$ cat src/rtl/irq_vec_pkg.sv
package irq_vec_pkg;
  localparam int BYTE_W   = 8;
  localparam int PC_W     = 2 * BYTE_W;
  localparam int SRC_N    = 12;
  localparam int IX_TRAP  = 0;
  localparam int IX_NMI   = 1;
  localparam int IX_EXT0  = 2;
  localparam int IX_EXT1  = 3;
  localparam int IX_EXT2  = 4;
  localparam logic [PC_W-1:0] TRAP_PC = 16'h0000;
  localparam logic [PC_W-1:0] NMI_PC  = 16'h0066;
  localparam logic [PC_W-1:0] EXT1_PC = 16'h0038;

  typedef enum logic [1:0] {ST_IDLE, ST_RD_LO, ST_RD_HI, ST_GRANT} entry_state_t;

  // restart opcode to page-zero target
  function automatic logic [PC_W-1:0] restart_target(input logic [BYTE_W-1:0] op);
    return {{BYTE_W{1'b0}}, op & 8'h38};
  endfunction

  // table pointer from base byte and low byte
  function automatic logic [PC_W-1:0] table_ptr(input logic [BYTE_W-1:0] base,
                                                input logic [BYTE_W-1:0] low);
    return {base, low};
  endfunction

  // low pointer byte for an internal source
  function automatic logic [BYTE_W-1:0] internal_low(input logic [3:0] idx);
    return {3'b000, idx, 1'b0};
  endfunction
endpackage

$ cat src/rtl/irq_prio_pick.sv
module irq_prio_pick #(
  parameter int SRC_N = 12,
  parameter int IDX_W = 4
) (
  input  logic [SRC_N-1:0] req_i,
  input  logic             iff1_i,
  input  logic [1:0]       mode_i,
  output logic             pick_valid_o,
  output logic [IDX_W-1:0] pick_idx_o
);
  import irq_vec_pkg::*;

  logic [SRC_N-1:0] eligible;

  for (genvar g = 0; g < SRC_N; g++) begin : g_elig
    if (g == IX_TRAP || g == IX_NMI) begin : g_nomask
      assign eligible[g] = req_i[g];
    end else if (g >= IX_EXT0 && g <= IX_EXT2) begin : g_ext
      assign eligible[g] = req_i[g] && iff1_i && (mode_i == 2'(g - IX_EXT0));
    end else begin : g_int
      assign eligible[g] = req_i[g] && iff1_i;
    end
  end

  always_comb begin
    pick_valid_o = 1'b0;
    pick_idx_o   = '0;
    for (int i = SRC_N - 1; i >= 0; i--) begin
      if (eligible[i]) begin
        pick_valid_o = 1'b1;
        pick_idx_o   = IDX_W'(i);
      end
    end
  end
endmodule

$ cat src/rtl/irq_enable_regs.sv
module irq_enable_regs (
  input  logic       clk,
  input  logic       rst_n,
  input  logic       set_mode_i,
  input  logic [1:0] mode_sel_i,
  input  logic       enable_i,
  input  logic       disable_i,
  input  logic       nmi_ret_i,
  input  logic       acc_nmi_i,
  input  logic       acc_mask_i,
  output logic       iff1_o,
  output logic       iff2_o,
  output logic [1:0] mode_o
);
  always_ff @(posedge clk or negedge rst_n) begin
    if (!rst_n) begin
      iff1_o <= 1'b0;
      iff2_o <= 1'b0;
    end else if (acc_nmi_i) begin
      iff2_o <= iff1_o;
      iff1_o <= 1'b0;
    end else if (acc_mask_i || disable_i) begin
      iff1_o <= 1'b0;
      iff2_o <= 1'b0;
    end else if (enable_i) begin
      iff1_o <= 1'b1;
      iff2_o <= 1'b1;
    end else if (nmi_ret_i) begin
      iff1_o <= iff2_o;
    end
  end

  always_ff @(posedge clk or negedge rst_n) begin
    if (!rst_n) mode_o <= 2'd0;
    else if (set_mode_i && mode_sel_i != 2'd3) mode_o <= mode_sel_i;
  end

  AST_NMI_SAVES_IFF1: assert property (@(posedge clk) disable iff (!rst_n)
    acc_nmi_i |=> (!iff1_o && iff2_o == $past(iff1_o)));
  AST_MASK_ACCEPT_CLEARS: assert property (@(posedge clk) disable iff (!rst_n)
    (acc_mask_i && !acc_nmi_i) |=> (!iff1_o && !iff2_o));
  AST_RETN_RESTORES: assert property (@(posedge clk) disable iff (!rst_n)
    (nmi_ret_i && !acc_nmi_i && !acc_mask_i && !enable_i && !disable_i)
      |=> (iff1_o == $past(iff2_o)));
  AST_MODE_CODE_VALID: assert property (@(posedge clk) disable iff (!rst_n)
    mode_o != 2'd3);
endmodule

$ cat src/rtl/irq_entry_fsm.sv
module irq_entry_fsm #(
  parameter int IDX_W = 4
) (
  input  logic                              clk,
  input  logic                              rst_n,
  input  logic                              accept_i,
  input  logic [IDX_W-1:0]                  acc_idx_i,
  input  logic [irq_vec_pkg::BYTE_W-1:0]    bus_byte_i,
  input  logic [irq_vec_pkg::BYTE_W-1:0]    vec_base_i,
  input  logic                              mem_ack_i,
  input  logic [irq_vec_pkg::BYTE_W-1:0]    mem_data_i,
  output logic                              idle_o,
  output logic                              mem_req_o,
  output logic [irq_vec_pkg::PC_W-1:0]      mem_addr_o,
  output logic                              grant_valid_o,
  output logic [IDX_W-1:0]                  grant_idx_o,
  output logic [irq_vec_pkg::PC_W-1:0]      new_pc_o
);
  import irq_vec_pkg::*;

  entry_state_t          state_q;
  logic [PC_W-1:0]       ptr_q;
  logic [BYTE_W-1:0]     lo_q;
  logic                  is_direct;
  logic [PC_W-1:0]       direct_pc;
  logic [BYTE_W-1:0]     ptr_low;

  assign is_direct = acc_idx_i <= IDX_W'(IX_EXT1);
  assign ptr_low   = (acc_idx_i == IDX_W'(IX_EXT2)) ? bus_byte_i
                                                    : internal_low(4'(acc_idx_i));

  always_comb begin
    case (acc_idx_i)
      IDX_W'(IX_TRAP): direct_pc = TRAP_PC;
      IDX_W'(IX_NMI):  direct_pc = NMI_PC;
      IDX_W'(IX_EXT0): direct_pc = restart_target(bus_byte_i);
      default:         direct_pc = EXT1_PC;
    endcase
  end

  always_ff @(posedge clk or negedge rst_n) begin
    if (!rst_n) begin
      state_q     <= ST_IDLE;
      ptr_q       <= '0;
      lo_q        <= '0;
      grant_idx_o <= '0;
      new_pc_o    <= '0;
    end else begin
      case (state_q)
        ST_IDLE: if (accept_i) begin
          grant_idx_o <= acc_idx_i;
          if (is_direct) begin
            new_pc_o <= direct_pc;
            state_q  <= ST_GRANT;
          end else begin
            ptr_q   <= table_ptr(vec_base_i, ptr_low);
            state_q <= ST_RD_LO;
          end
        end
        ST_RD_LO: if (mem_ack_i) begin
          lo_q    <= mem_data_i;
          state_q <= ST_RD_HI;
        end
        ST_RD_HI: if (mem_ack_i) begin
          new_pc_o <= {mem_data_i, lo_q};
          state_q  <= ST_GRANT;
        end
        default: state_q <= ST_IDLE;
      endcase
    end
  end

  assign idle_o        = state_q == ST_IDLE;
  assign mem_req_o     = (state_q == ST_RD_LO) || (state_q == ST_RD_HI);
  assign mem_addr_o    = (state_q == ST_RD_HI) ? ptr_q + PC_W'(1) : ptr_q;
  assign grant_valid_o = state_q == ST_GRANT;

  AST_TABLE_ADDR_HELD: assert property (@(posedge clk) disable iff (!rst_n)
    (mem_req_o && !mem_ack_i) |=> (mem_req_o && $stable(mem_addr_o)));
  AST_GRANT_SINGLE_PULSE: assert property (@(posedge clk) disable iff (!rst_n)
    grant_valid_o |=> !grant_valid_o);
  AST_NMI_ENTRY_ADDR: assert property (@(posedge clk) disable iff (!rst_n)
    (grant_valid_o && grant_idx_o == IDX_W'(IX_NMI)) |-> new_pc_o == 16'h0066);
  AST_DIRECT_NO_READ: assert property (@(posedge clk) disable iff (!rst_n)
    (accept_i && idle_o && is_direct) |=> (grant_valid_o && !mem_req_o));
endmodule

$ cat src/rtl/irq_vector_ctrl.sv
module irq_vector_ctrl #(
  parameter int SRC_N  = irq_vec_pkg::SRC_N,
  parameter int BYTE_W = irq_vec_pkg::BYTE_W,
  localparam int PC_W  = 2 * BYTE_W,
  localparam int IDX_W = $clog2(SRC_N)
) (
  input  logic              clk,
  input  logic              rst_n,
  input  logic [SRC_N-1:0]  req_i,
  input  logic [BYTE_W-1:0] bus_byte_i,
  input  logic [BYTE_W-1:0] vec_base_i,
  input  logic              set_mode_i,
  input  logic [1:0]        mode_sel_i,
  input  logic              enable_i,
  input  logic              disable_i,
  input  logic              nmi_ret_i,
  output logic              mem_req_o,
  output logic [PC_W-1:0]   mem_addr_o,
  input  logic              mem_ack_i,
  input  logic [BYTE_W-1:0] mem_data_i,
  output logic              grant_valid_o,
  output logic [IDX_W-1:0]  grant_idx_o,
  output logic              push_pc_o,
  output logic [PC_W-1:0]   new_pc_o,
  output logic              iff2_o
);
  import irq_vec_pkg::*;

  logic             iff1;
  logic [1:0]       mode;
  logic             pick_valid;
  logic [IDX_W-1:0] pick_idx;
  logic             fsm_idle;
  logic             accept;
  logic             acc_nmi;
  logic             acc_mask;

  irq_prio_pick #(.SRC_N(SRC_N), .IDX_W(IDX_W)) u_pick (
    .req_i(req_i), .iff1_i(iff1), .mode_i(mode),
    .pick_valid_o(pick_valid), .pick_idx_o(pick_idx)
  );

  assign accept   = pick_valid && fsm_idle;
  assign acc_nmi  = accept && pick_idx == IDX_W'(IX_NMI);
  assign acc_mask = accept && pick_idx >= IDX_W'(IX_EXT0);

  irq_enable_regs u_regs (
    .clk(clk), .rst_n(rst_n), .set_mode_i(set_mode_i), .mode_sel_i(mode_sel_i),
    .enable_i(enable_i), .disable_i(disable_i), .nmi_ret_i(nmi_ret_i),
    .acc_nmi_i(acc_nmi), .acc_mask_i(acc_mask),
    .iff1_o(iff1), .iff2_o(iff2_o), .mode_o(mode)
  );

  irq_entry_fsm #(.IDX_W(IDX_W)) u_fsm (
    .clk(clk), .rst_n(rst_n), .accept_i(accept), .acc_idx_i(pick_idx),
    .bus_byte_i(bus_byte_i), .vec_base_i(vec_base_i),
    .mem_ack_i(mem_ack_i), .mem_data_i(mem_data_i),
    .idle_o(fsm_idle), .mem_req_o(mem_req_o), .mem_addr_o(mem_addr_o),
    .grant_valid_o(grant_valid_o), .grant_idx_o(grant_idx_o), .new_pc_o(new_pc_o)
  );

  assign push_pc_o = grant_valid_o;

  AST_MASKED_ONLY_TRAP_NMI: assert property (@(posedge clk) disable iff (!rst_n)
    (pick_valid && !iff1) |-> pick_idx < IDX_W'(IX_EXT0));
  AST_TRAP_KEEPS_IFF: assert property (@(posedge clk) disable iff (!rst_n)
    (accept && pick_idx == IDX_W'(IX_TRAP) && !enable_i && !disable_i && !nmi_ret_i)
      |=> $stable(iff2_o) && $stable(iff1));
  AST_EXT_MODE_MATCH: assert property (@(posedge clk) disable iff (!rst_n)
    (accept && pick_idx >= IDX_W'(IX_EXT0) && pick_idx <= IDX_W'(IX_EXT2))
      |-> pick_idx == IDX_W'(IX_EXT0) + IDX_W'(mode));
endmodule

$ cat config.mk
export PLATFORM = sky130hd
export DESIGN_NAME = irq_vector_ctrl
export DESIGN_NICKNAME = d
export VERILOG_FILES = /design/src/rtl/irq_vec_pkg.sv /design/src/rtl/irq_prio_pick.sv /design/src/rtl/irq_enable_regs.sv /design/src/rtl/irq_entry_fsm.sv /design/src/rtl/irq_vector_ctrl.sv
export SDC_FILE = /design/constraint.sdc
export NUM_CORES = 1
export LEC_CHECK = 0
export BUFFER_PORTS_ARGS = -buffer_cell sky130_fd_sc_hd__buf_2
export CAP_MARGIN = 5
export CORE_ASPECT_RATIO = 0.8
export CORE_UTILIZATION = 25
export DETAILED_ROUTE_END_ITERATION = 16
export RECOVER_POWER = 50
export SLEW_MARGIN = 20
export SYNTH_ARGS = -nofsm -noshare
export SYNTH_HDL_FRONTEND = slang
export SYNTH_SLANG_ARGS = --single-unit
$ cat constraint.sdc
create_clock -name clk -period 2.56 [get_ports clk]
set_input_delay 0.384 -clock clk [delete_from_list [all_inputs] [get_ports clk]]
set_output_delay 0.384 -clock clk [all_outputs]
set_load 0.005 [all_outputs]
==> results.toml <==
[status]
status = "finished clean"

[grt]
antenna_violations_before_repair = 1
grt-ovfl-total = 0
grt_pass1_wl_mm = 11.0
largest_net_degree_at_the_start_of_global_routing = 51
grt_pass1_vias = 2174
gr-usage-all-layers = 0.131

[timing]
endpoints_failing_setup = 0
final.min_clock_period_ns = 2.37
totalNegativeSetupSlack_ns = 0
timing.clock.skew_ns = 0.00559
worst-slew-pin-transition_ns = 1.26
hold_viol = 0
grt_setup_unrepaired = "no"
timing.max_slew.rel_slack = 0.162
timing.final.max_slew_violations = 0
whs_ns = 0.298
max_clock_freq_mhz = 422
layout_worst_path_cycle_share = 0.925

[place]
globalplace.congestion = 0.878
detailedPlacementHpwl_mm = 5.15
io_buffer_count = 84

[min_path]
min_path_type = "in2reg"
hold_depth = 3
timing.hold.worst.start = "vec_base_i[7]"
hold_end = "u_fsm.ptr_q[15]$_DFFE_PN0P_"

[power_and_ir_drop]
p_int_mw = 2.11
power.share.switching = 0.369
clockPowerShare = 0.200
leakage_nw = 1.58
net-switching-power_mw = 1.24
vdd_drop_max_uv = 364
power.share.combinational = 0.398
p_per_area_nw_per_um2 = 1000
seq_power_share = 0.401

[setup_path]
crit_path_max_incr_delay_ns = 0.41
crit_path_top_delay_cell = "dfrtp_1"
critPathMaxFanout = 4
cp.arrival_ns = 1.99
setup.worst_path.end_class = "primary output"
timing.critical_path.required_ns = 2.18
regToRegSetupSlack_ns = 0.45
rr_endpoint = "u_fsm.ptr_q[13]$_DFFE_PN0P_"
worst_r2r_path_depth = 5
cp_cell_sequence = "inv_1 -> ha_2 -> nand3_1 -> nor2_2 -> nand3_2 -> nor2_4 -> nand4_1 -> xnor2_1 -> buf_2"
worst_setup_path_start_kind = "flip-flop"
critical_path_class = "reg2out"
worst_reg2reg_path_startpoint = "u_regs.mode_o[0]$_DFFE_PN0P_"

[routing]
drt-wirelength-per-cell_um = 14.1
drt_pass1_iterations = 4
route.detailed.vias_per_inst = 4.58
postRouteAntennaNets = 0
via_count = 2147
route.final.wire_length_mm = 6.63
drt_first_iter_violations = 102
drc = 0

[synthesis]
postSynthCellCount = 245
yosysWarningCount = 0
synthArstFlopShare = 1.00
synth_cell_types = 49
yosysSeqAreaShare = 0.483
post_synth_instance_area_um2 = 2590
dominantRegCellSynth = "dfrtp_1"
number_of_enable_type_register_cells_in_the_synthesized_netlist = 0
syn_nets = 295
seq_cells_post_synth = 50
synthesis.area_per_instance_um2 = 10.6

[floorplan]
die_area_um2 = 10800
pin_count = 85
die_w_um = 116
initial_utilization = 0.263
die_h_um = 93.0
num_rows = 32
core_area_um2 = 9850

[cells_and_area]
register_area_um2 = 1250
flow.area_growth_from_synthesis_pct = 28.6
num-nets-final = 382
num_antenna_cells = 0
final_layout_size_suffix_gt1_frac = 0.375
multiInputGateArea_um2 = 1290
fin_util = 0.338
fillCellCount = 1016

[clock_network]
htree_levels = 2
clk_latency_ns = 0.29
post_cts.repair.setup_buffers = 0
cts_num_sinks = 50
clock_input_transition_at_the_sequential_cells_of_the_worst_setup_and_hold_paths_ns = 0.07
cts.path.max_buffers = 2
cts_tree = "done"
tritoncts.num_buffers = 5
cts_root_buf = "clkbuf_16"

[run]
max_cap_viol_count = 0
## state kept, by name (all words and copies together), names as in the netlist
name / flops
u_fsm.new_pc_o: 16
u_fsm.ptr_q: 16
u_fsm.grant_idx_o: 4
u_regs.iff1_o: 1
u_regs.iff2_o: 1
u_regs.mode_o: 2
u_fsm.state_q: 2
u_fsm.lo_q: 8
## power by group through the flow
stage / sequential, mW / clock (mW) / combinational (mW)
floorplan: 1.29 / 0 / 0.844
global placement: 1.34 / 0 / 1.34
detailed placement: 1.35 / 0 / 1.36
CTS: 1.34 / 0.692 / 1.36
global route: 1.39 / 0.718 / 1.51
finish: 1.34 / 0.671 / 1.33
## layout by cell type, fill, tap and decap left out, types with 3 or more instances in the layout
master     count
nor2b_1        8
a21oi_1        8
clkbuf_1       5
xnor2_1       10
inv_1          7
mux2_2        16
ha_1           4
nor2_1        19
o21ai_0        7
dfrtp_1       50
buf_4          3
nand4_1        4
nand3_1        7
xor2_1         5
nand2_1       28
o31ai_1        4
buf_2         79
clkbuf_16      5
a22o_1        15
a31oi_1        3
## worst max-delay path, delay by kind of cell (launching register included)
| kind | cells | cell delay [ns] |
|---|---|---|
| buffers and inverters | 2 | 0.23 |
| and+or+nand+nor | 5 | 0.67 |
| xor gates and xnor gates | 1 | 0.17 |
| adders and majority gates | 1 | 0.22 |
| DFF | 1 | 0.41 |
## how the worst max path moves through the flow
stage | startpoint | to | slack (ns) | depth (start not counted)
6_report | u_fsm.state_q[0]$_DFFE_PN0P_ | mem_addr_o[11] | 0.19 | 9
5_1_grt | u_fsm.state_q[0]$_DFFE_PN0P_ | mem_addr_o[11] | 0.0009 | 9
4_1_cts | u_fsm.state_q[0]$_DFFE_PN0P_ | mem_addr_o[11] | 0.06 | 9
3_5_place_dp | u_fsm.state_q[0]$_DFFE_PN0P_ | mem_addr_o[11] | 0.32 | 9
3_3_place_gp | u_fsm.state_q[0]$_DFFE_PN0P_ | mem_addr_o[11] | 0.35 | 9
2_1_floorplan | u_fsm.state_q[0]$_DFFE_PN0P_ | mem_addr_o[11] | 0.49 | 9
## synthesized netlist by cell type, drive strengths merged (2+ instances only)
library cell / n / area share
dfrtp: 50 / 0.48
nand2: 29 / 0.043
nor2: 22 / 0.032
mux2: 16 / 0.070
a22o: 15 / 0.051
xnor2: 10 / 0.034
a21oi: 9 / 0.019
nand3: 9 / 0.019
nor2b: 8 / 0.019
inv: 7 / 0.010
o21ai: 7 / 0.014
o31ai: 6 / 0.021
ha: 5 / 0.024
xor2: 5 / 0.017
buf: 4 / 0.0097
clkbuf: 4 / 0.0058
nand4: 4 / 0.0097
a31oi: 3 / 0.0072
a221oi: 2 / 0.0092
and3: 2 / 0.0048
mux2i: 2 / 0.0077
nand2b: 2 / 0.0058
nand3b: 2 / 0.0058
nor3: 2 / 0.0039
o21a: 2 / 0.0063
o22ai: 2 / 0.0048
or3: 2 / 0.0048
## routing by layer
layer	share of wire	wire length (um)	global-route usage	vias to the layer above
met1	0.49	3240	0.187	1009
li1	-	-	-	1060
met5	0.0015	10	0	-
met2	0.44	2890	0.200	70
met3	0.070	462	0.0337	6
met4	0.0053	35	0.0256	2
## what timing repair did
action | in CTS | in global routing
hold buffers | 0 | 0
resized for setup | 1 | 5
setup endpoints to repair | 1 | 6
## through the flow
step | instance area (um^2) | power, mW | cells | worst slack [ns]
after floorplan | 2590 | 2.13 | 245 | 0.494
after global placement | 3170 | 2.68 | 461 | 0.350
after detailed placement | 3170 | 2.71 | 461 | 0.321
after CTS | 3320 | 3.39 | 469 | 0.0555
after global routing | 3330 | 3.62 | 469 | 0.000913
final | 3330 | 3.35 | 469 | 0.191
## cells by family (layout without fill, tap and decap cells)
family | Yosys count | after routing | synth area share
buf+inv | 15 | 103 | 0.0256
fa+ha+maj | 5 | 5 | 0.0242
compound gates | 57 | 57 | 0.180
mux | 18 | 18 | 0.0773
flops | 50 | 50 | 0.483
simple gates | 85 | 85 | 0.159
xor+xnor | 15 | 15 | 0.0507
## cell type report
| type | count | share of cell area |
|---|---|---|
| multi-input combinational | 180 | 0.388 |
| sequential | 50 | 0.376 |
| timing repair buffer | 88 | 0.133 |
| tap | 136 | 0.0511 |
| clock buffer | 5 | 0.0376 |
| inverter | 7 | 0.00789 |
| clock inverter | 3 | 0.00751 |
No activity file was read; power rests on OpenSTA's default activity.
